==> src/rtl/slsl_pkg.sv <==
package slsl_pkg;

  typedef enum logic [1:0] {
    DST_NONE = 2'd0,
    DST_PRM  = 2'd1,
    DST_TGT  = 2'd2
  } dst_e;

  // host address equals base plus pair index
  function automatic logic addr_is(input logic [31:0] a, input logic [31:0] base,
                                   input int unsigned idx);
    return a == (base + idx);
  endfunction

  // frame count sits in the reserved slot of pair idx
  function automatic logic slot_is(input int unsigned cnt, input int unsigned first,
                                   input int unsigned idx);
    return cnt == (first + idx);
  endfunction

  // first reserved slot of a frame
  function automatic int unsigned first_slot(input int unsigned frame_len,
                                             input int unsigned pairs);
    return frame_len - pairs;
  endfunction

endpackage

==> src/rtl/slsl_pair_bank.sv <==
module slsl_pair_bank #(
  parameter int          NUM_PAIRS = 5,
  parameter int          ADDR_W    = 16,
  parameter int          DATA_W    = 40,
  parameter int          HADDR_W   = 16,
  parameter logic [15:0] DATA_BASE = 16'h2040,
  parameter logic [15:0] ADDR_BASE = 16'h2045
) (
  input  logic                              clk,
  input  logic                              rst_n,
  input  logic                              wr_en,
  input  logic [HADDR_W-1:0]                wr_addr,
  input  logic [DATA_W-1:0]                 wr_data,
  input  logic [NUM_PAIRS-1:0]              clr_vec,
  output logic [NUM_PAIRS-1:0][ADDR_W-1:0]  addr_arr,
  output logic [NUM_PAIRS-1:0][DATA_W-1:0]  data_arr,
  output logic [NUM_PAIRS-1:0]              pend
);

  for (genvar g = 0; g < NUM_PAIRS; g++) begin : g_pair
    logic              dhit;
    logic              ahit;
    logic [ADDR_W-1:0] a_r;
    logic [DATA_W-1:0] d_r;
    logic              p_r;

    assign dhit = wr_en && slsl_pkg::addr_is(32'(wr_addr), 32'(DATA_BASE), g);
    assign ahit = wr_en && slsl_pkg::addr_is(32'(wr_addr), 32'(ADDR_BASE), g);

    always_ff @(posedge clk or negedge rst_n) begin
      if (!rst_n) begin
        a_r <= '0;
        d_r <= '0;
        p_r <= 1'b0;
      end else begin
        if (ahit) a_r <= wr_data[ADDR_W-1:0];
        if (dhit) d_r <= wr_data;
        // a fresh host load re-arms the pair even in its commit slot
        if (dhit)            p_r <= 1'b1;
        else if (clr_vec[g]) p_r <= 1'b0;
      end
    end

    assign addr_arr[g] = a_r;
    assign data_arr[g] = d_r;
    assign pend[g]     = p_r;
  end

endmodule

==> src/rtl/slsl_req_ctl.sv <==
module slsl_req_ctl #(
  parameter int NUM_PAIRS = 5,
  parameter int FRAME_LEN = 2560,
  localparam int CNT_W    = $clog2(FRAME_LEN)
) (
  input  logic               clk,
  input  logic               rst_n,
  input  logic               set_prm,
  input  logic               set_tgt,
  input  logic [CNT_W-1:0]   frame_cnt,
  output logic               act_vld,
  output slsl_pkg::dst_e     act_dst,
  output logic               busy
);
  import slsl_pkg::*;

  localparam int unsigned SLOT0 = first_slot(FRAME_LEN, NUM_PAIRS);

  logic req_p, req_t;
  logic pre_win, take, take_p, take_t, frame_last;

  assign pre_win    = int'(frame_cnt) < int'(SLOT0);
  assign frame_last = int'(frame_cnt) == FRAME_LEN - 1;
  assign take       = !act_vld && pre_win && (req_p || req_t);
  // parameter RAM has priority when both are requested
  assign take_p     = take && req_p;
  assign take_t     = take && !req_p;

  always_ff @(posedge clk or negedge rst_n) begin
    if (!rst_n) begin
      req_p   <= 1'b0;
      req_t   <= 1'b0;
      act_vld <= 1'b0;
      act_dst <= DST_NONE;
    end else begin
      req_p <= (req_p && !take_p) || set_prm;
      req_t <= (req_t && !take_t) || set_tgt;
      if (take) begin
        act_vld <= 1'b1;
        act_dst <= take_p ? DST_PRM : DST_TGT;
      end else if (act_vld && frame_last) begin
        act_vld <= 1'b0;
        act_dst <= DST_NONE;
      end
    end
  end

  assign busy = req_p || req_t || act_vld;

endmodule

==> src/rtl/slsl_commit.sv <==
module slsl_commit #(
  parameter int NUM_PAIRS = 5,
  parameter int FRAME_LEN = 2560,
  parameter int ADDR_W    = 16,
  parameter int DATA_W    = 40,
  localparam int CNT_W    = $clog2(FRAME_LEN)
) (
  input  logic                              clk,
  input  logic                              rst_n,
  input  logic                              act_vld,
  input  slsl_pkg::dst_e                    act_dst,
  input  logic [CNT_W-1:0]                  frame_cnt,
  input  logic [NUM_PAIRS-1:0]              pend,
  input  logic [NUM_PAIRS-1:0][ADDR_W-1:0]  addr_arr,
  input  logic [NUM_PAIRS-1:0][DATA_W-1:0]  data_arr,
  output logic [NUM_PAIRS-1:0]              clr_vec,
  output logic                              slot_hit,
  output logic                              pram_we,
  output logic                              tram_we,
  output logic [ADDR_W-1:0]                 mem_addr,
  output logic [DATA_W-1:0]                 mem_data
);
  import slsl_pkg::*;

  localparam int unsigned SLOT0 = first_slot(FRAME_LEN, NUM_PAIRS);

  logic                 in_win;
  logic [NUM_PAIRS-1:0] sel;
  logic                 fire;
  logic [ADDR_W-1:0]    pick_addr;
  logic [DATA_W-1:0]    pick_data;

  assign in_win   = act_vld && (int'(frame_cnt) >= int'(SLOT0));
  assign slot_hit = in_win;

  for (genvar g = 0; g < NUM_PAIRS; g++) begin : g_sel
    assign sel[g] = in_win && pend[g] && slot_is(int'(frame_cnt), SLOT0, g);
  end

  assign fire    = |sel;
  assign clr_vec = sel;

  always_comb begin
    pick_addr = '0;
    pick_data = '0;
    for (int i = 0; i < NUM_PAIRS; i++) begin
      if (sel[i]) begin
        pick_addr = addr_arr[i];
        pick_data = data_arr[i];
      end
    end
  end

  always_ff @(posedge clk or negedge rst_n) begin
    if (!rst_n) begin
      pram_we  <= 1'b0;
      tram_we  <= 1'b0;
      mem_addr <= '0;
      mem_data <= '0;
    end else begin
      pram_we <= fire && (act_dst == DST_PRM);
      tram_we <= fire && (act_dst == DST_TGT);
      if (fire) begin
        mem_addr <= pick_addr;
        mem_data <= pick_data;
      end
    end
  end

endmodule

==> src/rtl/param_safeload_ctl.sv <==
module param_safeload_ctl #(
  parameter int          NUM_PAIRS = 5,
  parameter int          FRAME_LEN = 2560,
  parameter int          ADDR_W    = 16,
  parameter int          DATA_W    = 40,
  parameter int          HADDR_W   = 16,
  parameter logic [15:0] DATA_BASE = 16'h2040,
  parameter logic [15:0] ADDR_BASE = 16'h2045,
  parameter logic [15:0] CTRL_ADDR = 16'h0200,
  parameter int          PRM_BIT   = 4,
  parameter int          TGT_BIT   = 5,
  localparam int         CNT_W     = $clog2(FRAME_LEN)
) (
  input  logic               clk,
  input  logic               rst_n,
  input  logic               host_wr_en,
  input  logic [HADDR_W-1:0] host_addr,
  input  logic [DATA_W-1:0]  host_wdata,
  input  logic [CNT_W-1:0]   frame_cnt,
  output logic               pram_we,
  output logic               tram_we,
  output logic [ADDR_W-1:0]  mem_addr,
  output logic [DATA_W-1:0]  mem_data,
  output logic               busy
);

  logic                             ctrl_wr;
  logic                             set_prm, set_tgt;
  logic                             act_vld;
  slsl_pkg::dst_e                   act_dst;
  logic                             slot_hit;
  logic [NUM_PAIRS-1:0]             clr_vec;
  logic [NUM_PAIRS-1:0]             pend;
  logic [NUM_PAIRS-1:0][ADDR_W-1:0] addr_arr;
  logic [NUM_PAIRS-1:0][DATA_W-1:0] data_arr;

  assign ctrl_wr = host_wr_en && (32'(host_addr) == 32'(CTRL_ADDR));
  assign set_prm = ctrl_wr && host_wdata[PRM_BIT];
  assign set_tgt = ctrl_wr && host_wdata[TGT_BIT];

  slsl_pair_bank #(
    .NUM_PAIRS(NUM_PAIRS), .ADDR_W(ADDR_W), .DATA_W(DATA_W), .HADDR_W(HADDR_W),
    .DATA_BASE(DATA_BASE), .ADDR_BASE(ADDR_BASE)
  ) bank_i (
    .clk(clk), .rst_n(rst_n), .wr_en(host_wr_en), .wr_addr(host_addr),
    .wr_data(host_wdata), .clr_vec(clr_vec), .addr_arr(addr_arr),
    .data_arr(data_arr), .pend(pend)
  );

  slsl_req_ctl #(
    .NUM_PAIRS(NUM_PAIRS), .FRAME_LEN(FRAME_LEN)
  ) req_i (
    .clk(clk), .rst_n(rst_n), .set_prm(set_prm), .set_tgt(set_tgt),
    .frame_cnt(frame_cnt), .act_vld(act_vld), .act_dst(act_dst), .busy(busy)
  );

  slsl_commit #(
    .NUM_PAIRS(NUM_PAIRS), .FRAME_LEN(FRAME_LEN), .ADDR_W(ADDR_W), .DATA_W(DATA_W)
  ) commit_i (
    .clk(clk), .rst_n(rst_n), .act_vld(act_vld), .act_dst(act_dst),
    .frame_cnt(frame_cnt), .pend(pend), .addr_arr(addr_arr), .data_arr(data_arr),
    .clr_vec(clr_vec), .slot_hit(slot_hit), .pram_we(pram_we), .tram_we(tram_we),
    .mem_addr(mem_addr), .mem_data(mem_data)
  );

endmodule

==> config.mk <==
export PLATFORM = sky130hd
export DESIGN_NAME = param_safeload_ctl
export DESIGN_NICKNAME = d
export VERILOG_FILES = /design/src/rtl/slsl_pkg.sv /design/src/rtl/slsl_pair_bank.sv /design/src/rtl/slsl_req_ctl.sv /design/src/rtl/slsl_commit.sv /design/src/rtl/param_safeload_ctl.sv
export SDC_FILE = /design/constraint.sdc
export NUM_CORES = 1
export LEC_CHECK = 0
export ABC_AREA = 1
export CELL_PAD_IN_SITES_DETAIL_PLACEMENT = 1
export CELL_PAD_IN_SITES_GLOBAL_PLACEMENT = 2
export CORE_MARGIN = 2
export CORE_UTILIZATION = 41
export CTS_CLUSTER_DIAMETER = 30
export DETAILED_ROUTE_END_ITERATION = 8
export DONT_BUFFER_PORTS = 1
export GPL_TIMING_DRIVEN = 0
export PLACE_DENSITY = 0.86
export SYNTH_ARGS = -nofsm -noshare
export SYNTH_HDL_FRONTEND = slang
export SYNTH_SLANG_ARGS = --single-unit
==> constraint.sdc <==
create_clock -name clk -period 4.5 [get_ports clk]
set_input_delay 1.125 -clock clk [delete_from_list [all_inputs] [get_ports clk]]
set_output_delay 1.125 -clock clk [all_outputs]
set_load 0.005 [all_outputs]
==> results of run 1 <==
## state kept, by name, summed over array words and instances, names as in the netlist, 2 cells and up
name and cells:
bank_i.g_pair.a_r 80, bank_i.g_pair.d_r 200, bank_i.g_pair.p_r 5, commit_i.mem_addr 16
commit_i.mem_data 40, req_i.act_dst 2
## path summary, 6_finish.rpt
| check | from | end | depth (start not counted) |
|---|---|---|---|
| setup / recovery | frame_cnt[9] | commit_i.mem_data[1] | 10 |
| hold / removal | rst_n | commit_i.mem_addr[9] | 0 |
| setup reg to reg | req_i.act_vld | commit_i.mem_data[35] | 9 |
| hold reg to reg | req_i.act_dst[0] | commit_i.tram_we | 1 |
| max in group asynchronous | rst_n | bank_i.g_pair[3].a_r[6] | 0 |
| min in group clk | req_i.act_dst[0] | commit_i.tram_we | 1 |
## through the flow
step                      cells  instance area, sq um  utilization
after floorplan            1837                 15300            -
after global placement     2305                 15900        0.433
after detailed placement   2305                 15900        0.433
after CTS                  2470                 19000        0.518
after global routing       2470                 19000        0.518
final                      2470                 19000        0.518
## power by group through the flow
| stage | combinational [W] | sequential [W] | clock [W] |
|---|---|---|---|
| 2_1_floorplan | 0.0000715 | 0.00319 | 0 |
| 3_5_place_dp | 0.000127 | 0.00319 | 0 |
| 4_1_cts | 0.000129 | 0.00315 | 0.00657 |
| 3_3_place_gp | 0.000125 | 0.00319 | 0 |
| 5_1_grt | 0.000141 | 0.00315 | 0.00673 |
| 6_report | 0.000132 | 0.00315 | 0.00652 |
## area by class of cell
class	instances	area, sq um	area share
flip-flops and latches	348	8710	0.458
multi-input cells	1240	5620	0.296
clock buffers	119	2570	0.135
well taps	468	586	0.0308
clock inverters	46	531	0.0279
plain buffers	121	512	0.0269
inverters	128	480	0.0253
## cell usage after synthesis, drive strengths merged
cell type and instances:
a21boi 1, clkbuf 86, and3 1, o22ai 2, dfrtp 348, nand2 561, nor4 4, a21oi 1
nor2 84, buf 35, nor3b 1, nand3b 1, nor3 16, nand4 93, o21ai 315, inv 128
nand3 159, or2 1
## cell usage in the layout (no fill, tap or decap), types with 15 or more instances in the layout
cell	n
nand4_1	93
nand3_1	151
nor2_1	81
inv_1	127
clkbuf_1	97
clkbuf_8	15
o21ai_0	311
clkbuf_16	93
clkinv_2	22
nor3_1	16
dfrtp_1	348
buf_2	28
nand2_1	559
## logic make-up after synthesis
family	synth area share
AND/OR/NAND/NOR	0.262
flip-flops	0.568
AO/OA/AOI/OAI	0.105
buffers and inverters	0.0648
## metal layers
layer	vias to the layer above	wire length, um	GRT usage
met1	7099	24300	0.389
met5	-	13	0
met3	133	3900	0.0695
met2	431	26900	0.482
met4	2	1930	0.120
li1	6272	-	-
==> flow_summary.json, run 1 <==
{
  "syn-instance-count": 1837,
  "wl_per_cell_um": 23.1,
  "worst_slack_ps": 1560,
  "num_io_pins": 130,
  "cts_hold_buf": 0,
  "io_buffer_count": 0,
  "cts-buffers-inserted": 90,
  "hpwl_um": 36400,
  "syn-num-nets": 1908,
  "cts_root_buf": "clkbuf_16",
  "grt_max_degree": 349,
  "max-clock-path-buffers": 3,
  "fillers": 4313,
  "clockPowerShare": 0.665,
  "period_share": 0.653,
  "rows": 70,
  "clk_pin_slew_ps": 40,
  "post_cts_resized": 0,
  "path_class": "input pin to flip-flop",
  "path_delay_family": "simple AND/OR/NAND/NOR gates",
  "drt_wl_total_um": 57100,
  "synth_top_area_cell": "dfrtp_1",
  "finClkSkew_ps": 22.8,
  "ant_nets": 0,
  "synth_top_area_share": 0.568,
  "finalHoldViolCount": 0,
  "hp-class": "input pin to async pin",
  "p_comb_frac": 0.013,
  "violations": "slew limit",
  "switching_power_w": 0.00213,
  "via_per_inst": 5.64,
  "r2r_slack_ps": 1910,
  "ys_seq_area_frac": 0.568,
  "period_needed_ps": 2940,
  "rsz0062_at_grt": "false",
  "holdWs_ps": 246,
  "path_cells": "inv_1, nand2_1, nor2_1, inv_1, nor3_1, clkbuf_1, nand4_1, nand2_1, nor2_1, nand4_1",
  "p_leak_nw": 9.00,
  "dr.first_iter.drc_count": 900,
  "firstDrtPassIters": 5,
  "design_power_total_w": 0.00980,
  "power_density_mw_per_mm2": 515,
  "synthDistinctLibCells": 30,
  "cp_data_arrival_time_ps": 3460,
  "core_sq_mm": 0.0367,
  "h-tree-depth": 3,
  "drv_cap": 0,
  "synth_area_sq_mm": 0.0153,
  "antenna_cells": 0,
  "seqPwrFrac": 0.321,
  "first_global_vias": 14708,
  "intPower_w": 0.00767,
  "dieArea_sq_mm": 0.0389,
  "yosys_warnings": 0,
  "crit_required_ps": 5020,
  "die_x_um": 197,
  "initial_utilization": 0.417,
  "grt.total_usage": 0.298,
  "cts_tree": "built",
  "die_y_um": 197,
  "tightest_slew_ps": 1830,
  "finalSetupViolCount": 0,
  "clkLatencyLatePin_ps": 610,
  "ys_ff_latch": 348,
  "drive_gt1_frac": 0.102,
  "cts_sinks": 348,
  "place_ws_ps": 1100,
  "gp_congestion": 0.817,
  "cp_num_buf_inv": 3,
  "nNetsFinal": 2000,
  "grt_pass1_wl_um": 87300,
  "cp-start-kind": "input pin",
  "cts_setup_buffers": 0,
  "vias": 13937,
  "status": "complete, but fails checks",
  "drc_errors": 0,
  "setup_tns_ps": 0,
  "synthTopCellsByArea": "dfrtp_1 (57%), nand2_1 (14%), o21ai_0 (10%)",
  "crit_fanout": 10,
  "achievable-frequency_ghz": 0.340,
  "antenna_found_initial": 2,
  "relSlewSlack": -0.220,
  "cp_slowest_cell": "nor3_1",
  "critPathMaxStageDelay_ps": 790,
  "drv_slew": 210,
  "grt_overflow": 0,
  "vdd_ir_drop_max_mv": 0.298,
  "crit_path_end_kind": "flip-flop",
  "syn_to_final_growth_pct": 24.1,
  "avgSynthCellArea_sq_um": 8.34,
  "sw_frac_of_total": 0.217
}
(Power assumes the default switching activity.)
==> inputs of run 2 (changes only) <==
--- a/config.mk
+++ b/config.mk
@@ -5,16 +5,16 @@
 export SDC_FILE = /design/constraint.sdc
 export NUM_CORES = 1
 export LEC_CHECK = 0
-export ABC_AREA = 1
+export ABC_AREA = 0
 export CELL_PAD_IN_SITES_DETAIL_PLACEMENT = 1
 export CELL_PAD_IN_SITES_GLOBAL_PLACEMENT = 2
 export CORE_MARGIN = 2
-export CORE_UTILIZATION = 41
+export CORE_UTILIZATION = 40
 export CTS_CLUSTER_DIAMETER = 30
 export DETAILED_ROUTE_END_ITERATION = 8
 export DONT_BUFFER_PORTS = 1
 export GPL_TIMING_DRIVEN = 0
-export PLACE_DENSITY = 0.86
+export PLACE_DENSITY = 0.78
 export SYNTH_ARGS = -nofsm -noshare
 export SYNTH_HDL_FRONTEND = slang
 export SYNTH_SLANG_ARGS = --single-unit
==> constraint.sdc (replaced) <==
create_clock -name clk -period 2.6 [get_ports clk]
set_input_delay 0.65 -clock clk [delete_from_list [all_inputs] [get_ports clk]]
set_output_delay 0.65 -clock clk [all_outputs]
set_load 0.005 [all_outputs]
==> run 2 against run 1 <==
- design area grew 4.0%
- routed wire length down 10%
- highest routed layer is now met4
- sequential share of layout area down 1.8 points
- die area grew 6.9%
- power grew 69%
- the flow finishes with violations (hold timing)
==> flow_summary.json, run 2 <==
{
  "avgSynthCellArea_sq_um": 12.3,
  "clk_pin_slew_ps": 40,
  "cp.depth": 6,
  "synth_ff_type": "dfrtp_1",
  "drv_cap": 0,
  "synth_top_area_cell": "dfrtp_1",
  "syn-instance-count": 1301,
  "clockPowerShare": 0.664,
  "power_density_mw_per_mm2": 837,
  "die_x_um": 204,
  "ys_ff_latch": 348,
  "antenna_cells": 0,
  "place_ws_ps": -1000,
  "crit_required_ps": 3050,
  "layout.cells.most_common": "dfrtp_1",
  "cts_root_buf": "clkbuf_16",
  "period_share": 0.964,
  "yosys_warnings": 0,
  "rows": 73,
  "gp_congestion": 0.773,
  "h-tree-depth": 3,
  "achievable-frequency_ghz": 0.399,
  "worst_slack_ps": 93.5,
  "synth-simple-area-share": 0.0509,
  "final_cell_mix": "dfrtp_1 (348), mux2_2 (240), a21oi_1 (139)",
  "synth_top_area_share": 0.544,
  "max-clock-path-buffers": 3,
  "drive_gt1_frac": 0.343,
  "hp-class": "input pin to async pin",
  "synth_most_common_cell": "dfrtp_1",
  "syn_to_final_growth_pct": 23.6,
  "drt_wl_total_um": 51100,
  "sw_frac_of_total": 0.209,
  "finish.cell_count_without_fillers": 1988,
  "largest_register_ffs": 200,
  "crit_fanout": 10,
  "cp_data_arrival_time_ps": 2950,
  "cp_num_buf_inv": 2,
  "cts_tree": "built",
  "core_sq_mm": 0.0396,
  "drt-met1-wl_um": 21800,
  "vias": 11343,
  "first_global_vias": 12655,
  "num_io_pins": 130,
  "setup_tns_ps": 0,
  "finClkSkew_ps": 18.3,
  "switching_power_w": 0.00346,
  "synth_edf_count": 0,
  "critPathMaxStageDelay_ps": 460,
  "ant_nets": 0,
  "period_needed_ps": 2510,
  "ff2ff_path_depth": 6,
  "synth_area_sq_mm": 0.0160,
  "violations": "hold timing",
  "grt_pass1_wl_um": 77500,
  "p_leak_nw": 9.03,
  "path_cells": "nand3b_1, o21ba_2, a211oi_2, clkbuf_2, buf_2, a221oi_1",
  "status": "complete, but fails checks",
  "drv_slew": 0,
  "crit_path_end_kind": "flip-flop",
  "synth.mux.area_fraction": 0.206,
  "antenna_found_initial": 2,
  "initial_utilization": 0.404,
  "grt.total_usage": 0.248,
  "synthAdderAreaFrac": 0.000626,
  "hpwl_um": 31800,
  "synthXorXnorAreaFrac": 0,
  "ys_seq_area_frac": 0.544,
  "grt_overflow": 0,
  "top_layer_used": "met4",
  "via_per_inst": 5.71,
  "dp.cells": 1826,
  "regMostFlops": "bank_i.g_pair.d_r",
  "vdd_ir_drop_max_mv": 0.546,
  "nNetsFinal": 1464,
  "firstDrtPassIters": 7,
  "relSlewSlack": 0.165,
  "cts_sinks": 348,
  "die_y_um": 204,
  "clkLatencyLatePin_ps": 590,
  "synthTopCellsByCount": "dfrtp_1 (348), mux2_2 (240), a21oi_1 (139), clkbuf_1 (66), inv_1 (60)",
  "design_power_total_w": 0.0165,
  "drc_errors": 0,
  "synthTopCellsByArea": "dfrtp_1 (54%), mux2_2 (17%), a21oi_1 (4.3%)",
  "grt_max_degree": 349,
  "rsz0062_at_grt": "false",
  "intPower_w": 0.0131,
  "wl_met2_um": 24500,
  "cp-start-kind": "flip-flop",
  "finalHoldViolCount": 161,
  "post-route-util": 0.499,
  "cts-buffers-inserted": 87,
  "seqPwrFrac": 0.329,
  "tightest_slew_ps": 1250,
  "syn-num-nets": 1372,
  "p_comb_frac": 0.007,
  "async_reset_ff_frac": 1.00,
  "holdWs_ps": -198,
  "dieArea_sq_mm": 0.0416,
  "dr.first_iter.drc_count": 569,
  "io_buffer_count": 0,
  "synthDistinctLibCells": 48,
  "synth_compound_area_frac": 0.150,
  "path_delay_family": "buffers and inverters",
  "wl_per_cell_um": 25.7,
  "synth_top_family_by_area": "multiplexers",
  "finalSetupViolCount": 0,
  "met3WireLength_um": 3490,
  "path_class": "flip-flop to flip-flop",
  "cp_slowest_cell": "dfrtp_1",
  "top_regs": "bank_i.g_pair.d_r x200, bank_i.g_pair.a_r x80, commit_i.mem_data x40"
}
-- run 2: cells by family after synthesis --
family / after synthesis
simple gates: 145
mux: 280
fa+ha+maj: 1
buf+inv: 177
compound gates: 350
flops: 348
-- run 2: what timing repair did --
action	4_1_cts	5_1_grt
pin swaps	0	1
endpoints found under the hold margin	348	348
endpoints found under the setup margin	68	44
setup buffers	0	3
resized for setup	15	25
-- run 2: worst paths after layout --
check,from,end,slack (ps)
max,req_i.act_vld,commit_i.mem_data[3],90
min,rst_n,bank_i.g_pair[3].d_r[12],-200
max reg2reg,req_i.act_vld,commit_i.mem_data[3],90
min reg2reg,req_i.act_dst[0],commit_i.tram_we,470
max in group asynchronous,rst_n,bank_i.g_pair[2].d_r[38],1810
min in group clk,host_wdata[22],bank_i.g_pair[2].d_r[22],210
-- run 2: worst reg2reg max path, stage by stage (launching register included) --
cell and delay, ps:
dfrtp_1 460, nand3b_1 250, o21ba_2 210, a211oi_2 420, clkbuf_2 400, buf_2 460
a221oi_1 170
-- run 2: area by class of cell --
class / count / area, sq um
fill: 4107 / 19900
sequential: 348 / 8710
multi-input combinational: 776 / 6550
clock buffer: 119 / 2480
tap: 525 / 657
buffer: 117 / 581
clock inverter: 40 / 542
inverter: 60 / 225
timing repair buffer: 3 / 35.0
-- run 2: metrics by stage --
stage	cell area, sq um	hold WS, ps
2_1_floorplan	16000	354
3_3_place_gp	16700	383
5_1_grt	19800	-222
6_report	19800	-198
3_5_place_dp	16700	380
4_1_cts	19700	-249
-- run 2: per-layer routing --
metal | GRT usage | up-vias
met3 | 0.0706 | 92
met2 | 0.404 | 298
met4 | 0.0976 | 0
met5 | 0 | -
met1 | 0.312 | 5947
li1 | - | 5006
-- run 2: power groups by stage --
stage | combinational (W) | clock [W] | sequential, W
finish | 0.000116 | 0.0110 | 0.00544
global route | 0.000125 | 0.0114 | 0.00544
CTS | 0.000117 | 0.0111 | 0.00544
detailed placement | 0.000114 | 0 | 0.00552
global placement | 0.000112 | 0 | 0.00552
floorplan | 0.0000635 | 0 | 0.00552
==> inputs of run 3 (changes only) <==
--- a/config.mk
+++ b/config.mk
@@ -13,8 +13,8 @@
 export CTS_CLUSTER_DIAMETER = 30
 export DETAILED_ROUTE_END_ITERATION = 8
 export DONT_BUFFER_PORTS = 1
-export GPL_TIMING_DRIVEN = 0
 export PLACE_DENSITY = 0.78
+export RECOVER_POWER = 25
 export SYNTH_ARGS = -nofsm -noshare
 export SYNTH_HDL_FRONTEND = slang
 export SYNTH_SLANG_ARGS = --single-unit
==> run 3 against run 2 <==
- the run still ends with hold timing left
- sequential share of layout area fell by 0.50 points
- via count decreased by 2.2%
- critical path depth is 1 lower
- sequential power about the same
- global-route usage shrank 1.6 points
- utilization rose by 0.57 points
- worst setup slack better by 300 ps
- final cell count fell by 3.5%
- non-clock buffer count fell by 75
- clock power is 10% higher
- register-to-register slack gained 300 ps
- critical endpoint is now commit_i.mem_data[6]
- highest routed layer unchanged
==> flow_summary.json, run 3 (synthesis gave the netlist of run 2 again) <==
{
  "cts_root_buf": "clkbuf_16",
  "place_ws_ps": -93.9,
  "cp_data_arrival_time_ps": 2660,
  "die_x_um": 204,
  "ant_nets": 0,
  "cp-start-kind": "flip-flop",
  "register_area_sq_mm": 0.00871,
  "rows": 73,
  "cts-buffers-inserted": 88,
  "antenna_cells": 0,
  "worst_slack_ps": 390,
  "vias": 11097,
  "r2r_slack_ps": 390,
  "multi_input_area_sq_mm": 0.00658,
  "finalSetupViolCount": 0,
  "clk_pin_slew_ps": 50,
  "wl_per_cell_um": 24.5,
  "cp_slowest_cell": "or4_2",
  "worstReg2RegEnd": "commit_i.mem_data[6]",
  "hp-class": "input pin to async pin",
  "drv_slew": 0,
  "dr.first_iter.drc_count": 555,
  "hpwl_um": 24900,
  "firstDrtPassIters": 4,
  "crit_path_end_kind": "flip-flop",
  "final_cell_mix": "dfrtp_1 (348), mux2_2 (240), a21oi_1 (139)",
  "layout.cells.most_common": "dfrtp_1",
  "p_leak_nw": 9.10,
  "die_y_um": 204,
  "fin_area_sq_mm": 0.0200,
  "achievable-frequency_ghz": 0.453,
  "crit_required_ps": 3050,
  "ff2ff_path_depth": 5,
  "period_share": 0.850,
  "path_cells": "inv_1, or4_2, buf_4, o211ai_1, a221oi_2",
  "via_per_inst": 5.79,
  "clkLatencyLatePin_ps": 600,
  "crit_fanout": 32,
  "relSlewSlack": 0.255,
  "rsz0062_at_grt": "false",
  "drc_errors": 0,
  "tightest_slew_ps": 1120,
  "io_buffer_count": 0,
  "cts_setup_buffers": 0,
  "met3WireLength_um": 3080,
  "h-tree-depth": 3,
  "period_needed_ps": 2210,
  "status": "complete, but fails checks",
  "first_global_vias": 12514,
  "regMostFlops": "bank_i.g_pair.d_r",
  "drv_cap": 0,
  "drive_gt1_frac": 0.363,
  "grt_max_degree": 349,
  "path_class": "flip-flop to flip-flop",
  "core_sq_mm": 0.0396,
  "gp_congestion": 0.723,
  "largest_register_ffs": 200,
  "holdWs_ps": -206,
  "grt.total_usage": 0.232,
  "top_layer_used": "met4",
  "fillers": 3988,
  "vdd_ir_drop_max_mv": 0.482,
  "nNetsFinal": 1390,
  "post_cts_resized": 0,
  "finClkSkew_ps": 21.9,
  "cts_tree": "built",
  "drt-met1-wl_um": 20600,
  "grt_pass1_wl_um": 74600,
  "finish.cell_count_without_fillers": 1918,
  "max-clock-path-buffers": 3,
  "critPathMaxStageDelay_ps": 690,
  "top_regs": "bank_i.g_pair.d_r x200, bank_i.g_pair.a_r x80, commit_i.mem_data x40",
  "num_io_pins": 130,
  "syn_to_final_growth_pct": 25.0,
  "initial_utilization": 0.404,
  "wl_met2_um": 22500,
  "r2r_start": "req_i.act_vld",
  "grt_overflow": 0,
  "cts_sinks": 348,
  "dp.cells": 1754,
  "place_area_sq_mm": 0.0167,
  "antenna_found_initial": 1,
  "dieArea_sq_mm": 0.0416,
  "drt_wl_total_um": 47000,
  "finalHoldViolCount": 238,
  "power_density_mw_per_mm2": 878,
  "violations": "hold timing"
}
run 3: worst max path at each step:
stage / start / endpoint / slack (ps) / depth (start not counted)
floorplan: host_addr[12] / bank_i.g_pair[0].a_r[10] / 180 / 7
global placement: host_addr[12] / bank_i.g_pair[2].d_r[14] / -30 / 6
detailed placement: frame_cnt[10] / commit_i.mem_data[3] / -90 / 6
CTS: req_i.act_vld / commit_i.mem_data[6] / 370 / 5
global route: req_i.act_vld / commit_i.mem_data[6] / 340 / 5
finish: req_i.act_vld / commit_i.mem_data[6] / 390 / 5
run 3: area by class of cell:
class | count | area share
Multi-Input combinational cell | 776 | 0.329
Sequential cell | 348 | 0.435
Clock inverter | 48 | 0.0392
Inverter | 60 | 0.0113
Timing Repair Buffer | 45 | 0.0269
Clock buffer | 116 | 0.125
Tap cell | 525 | 0.0328
run 3: report_power, final:
group | switching (W) | internal, W | total (W)
logic | 0.0000351 | 0.0000232 | 0.0000583
registers | 0.00000285 | 0.00544 | 0.00544
clock network | 0.00337 | 0.00868 | 0.0121
total | 0.00341 | 0.0141 | 0.0176
run 3: layer usage:
metal / up-vias / track usage
li1: 4839 / -
met1: 5917 / 0.299
met2: 279 / 0.383
met3: 62 / 0.0663
met4: 0 / 0.0655
met5: - / 0
run 3: through the flow:
| stage | setup TNS, ps | util | power (W) |
|---|---|---|---|
| 2_1_floorplan | 0 | - | 0.00558 |
| 3_3_place_gp | -1160 | 0.422 | 0.00558 |
| 6_report | 0 | 0.504 | 0.0176 |
| 3_5_place_dp | -3460 | 0.422 | 0.00558 |
| 5_1_grt | 0 | 0.504 | 0.0181 |
| 4_1_cts | 0 | 0.504 | 0.0177 |
run 3: worst max-delay path, delay by kind of cell, from the launching register on:
family	cells	cell delay, ps
and+or+nand+nor	1	690
AOI/OAI and AO/OA	2	490
DFF	1	450
buffers and inverters	2	430
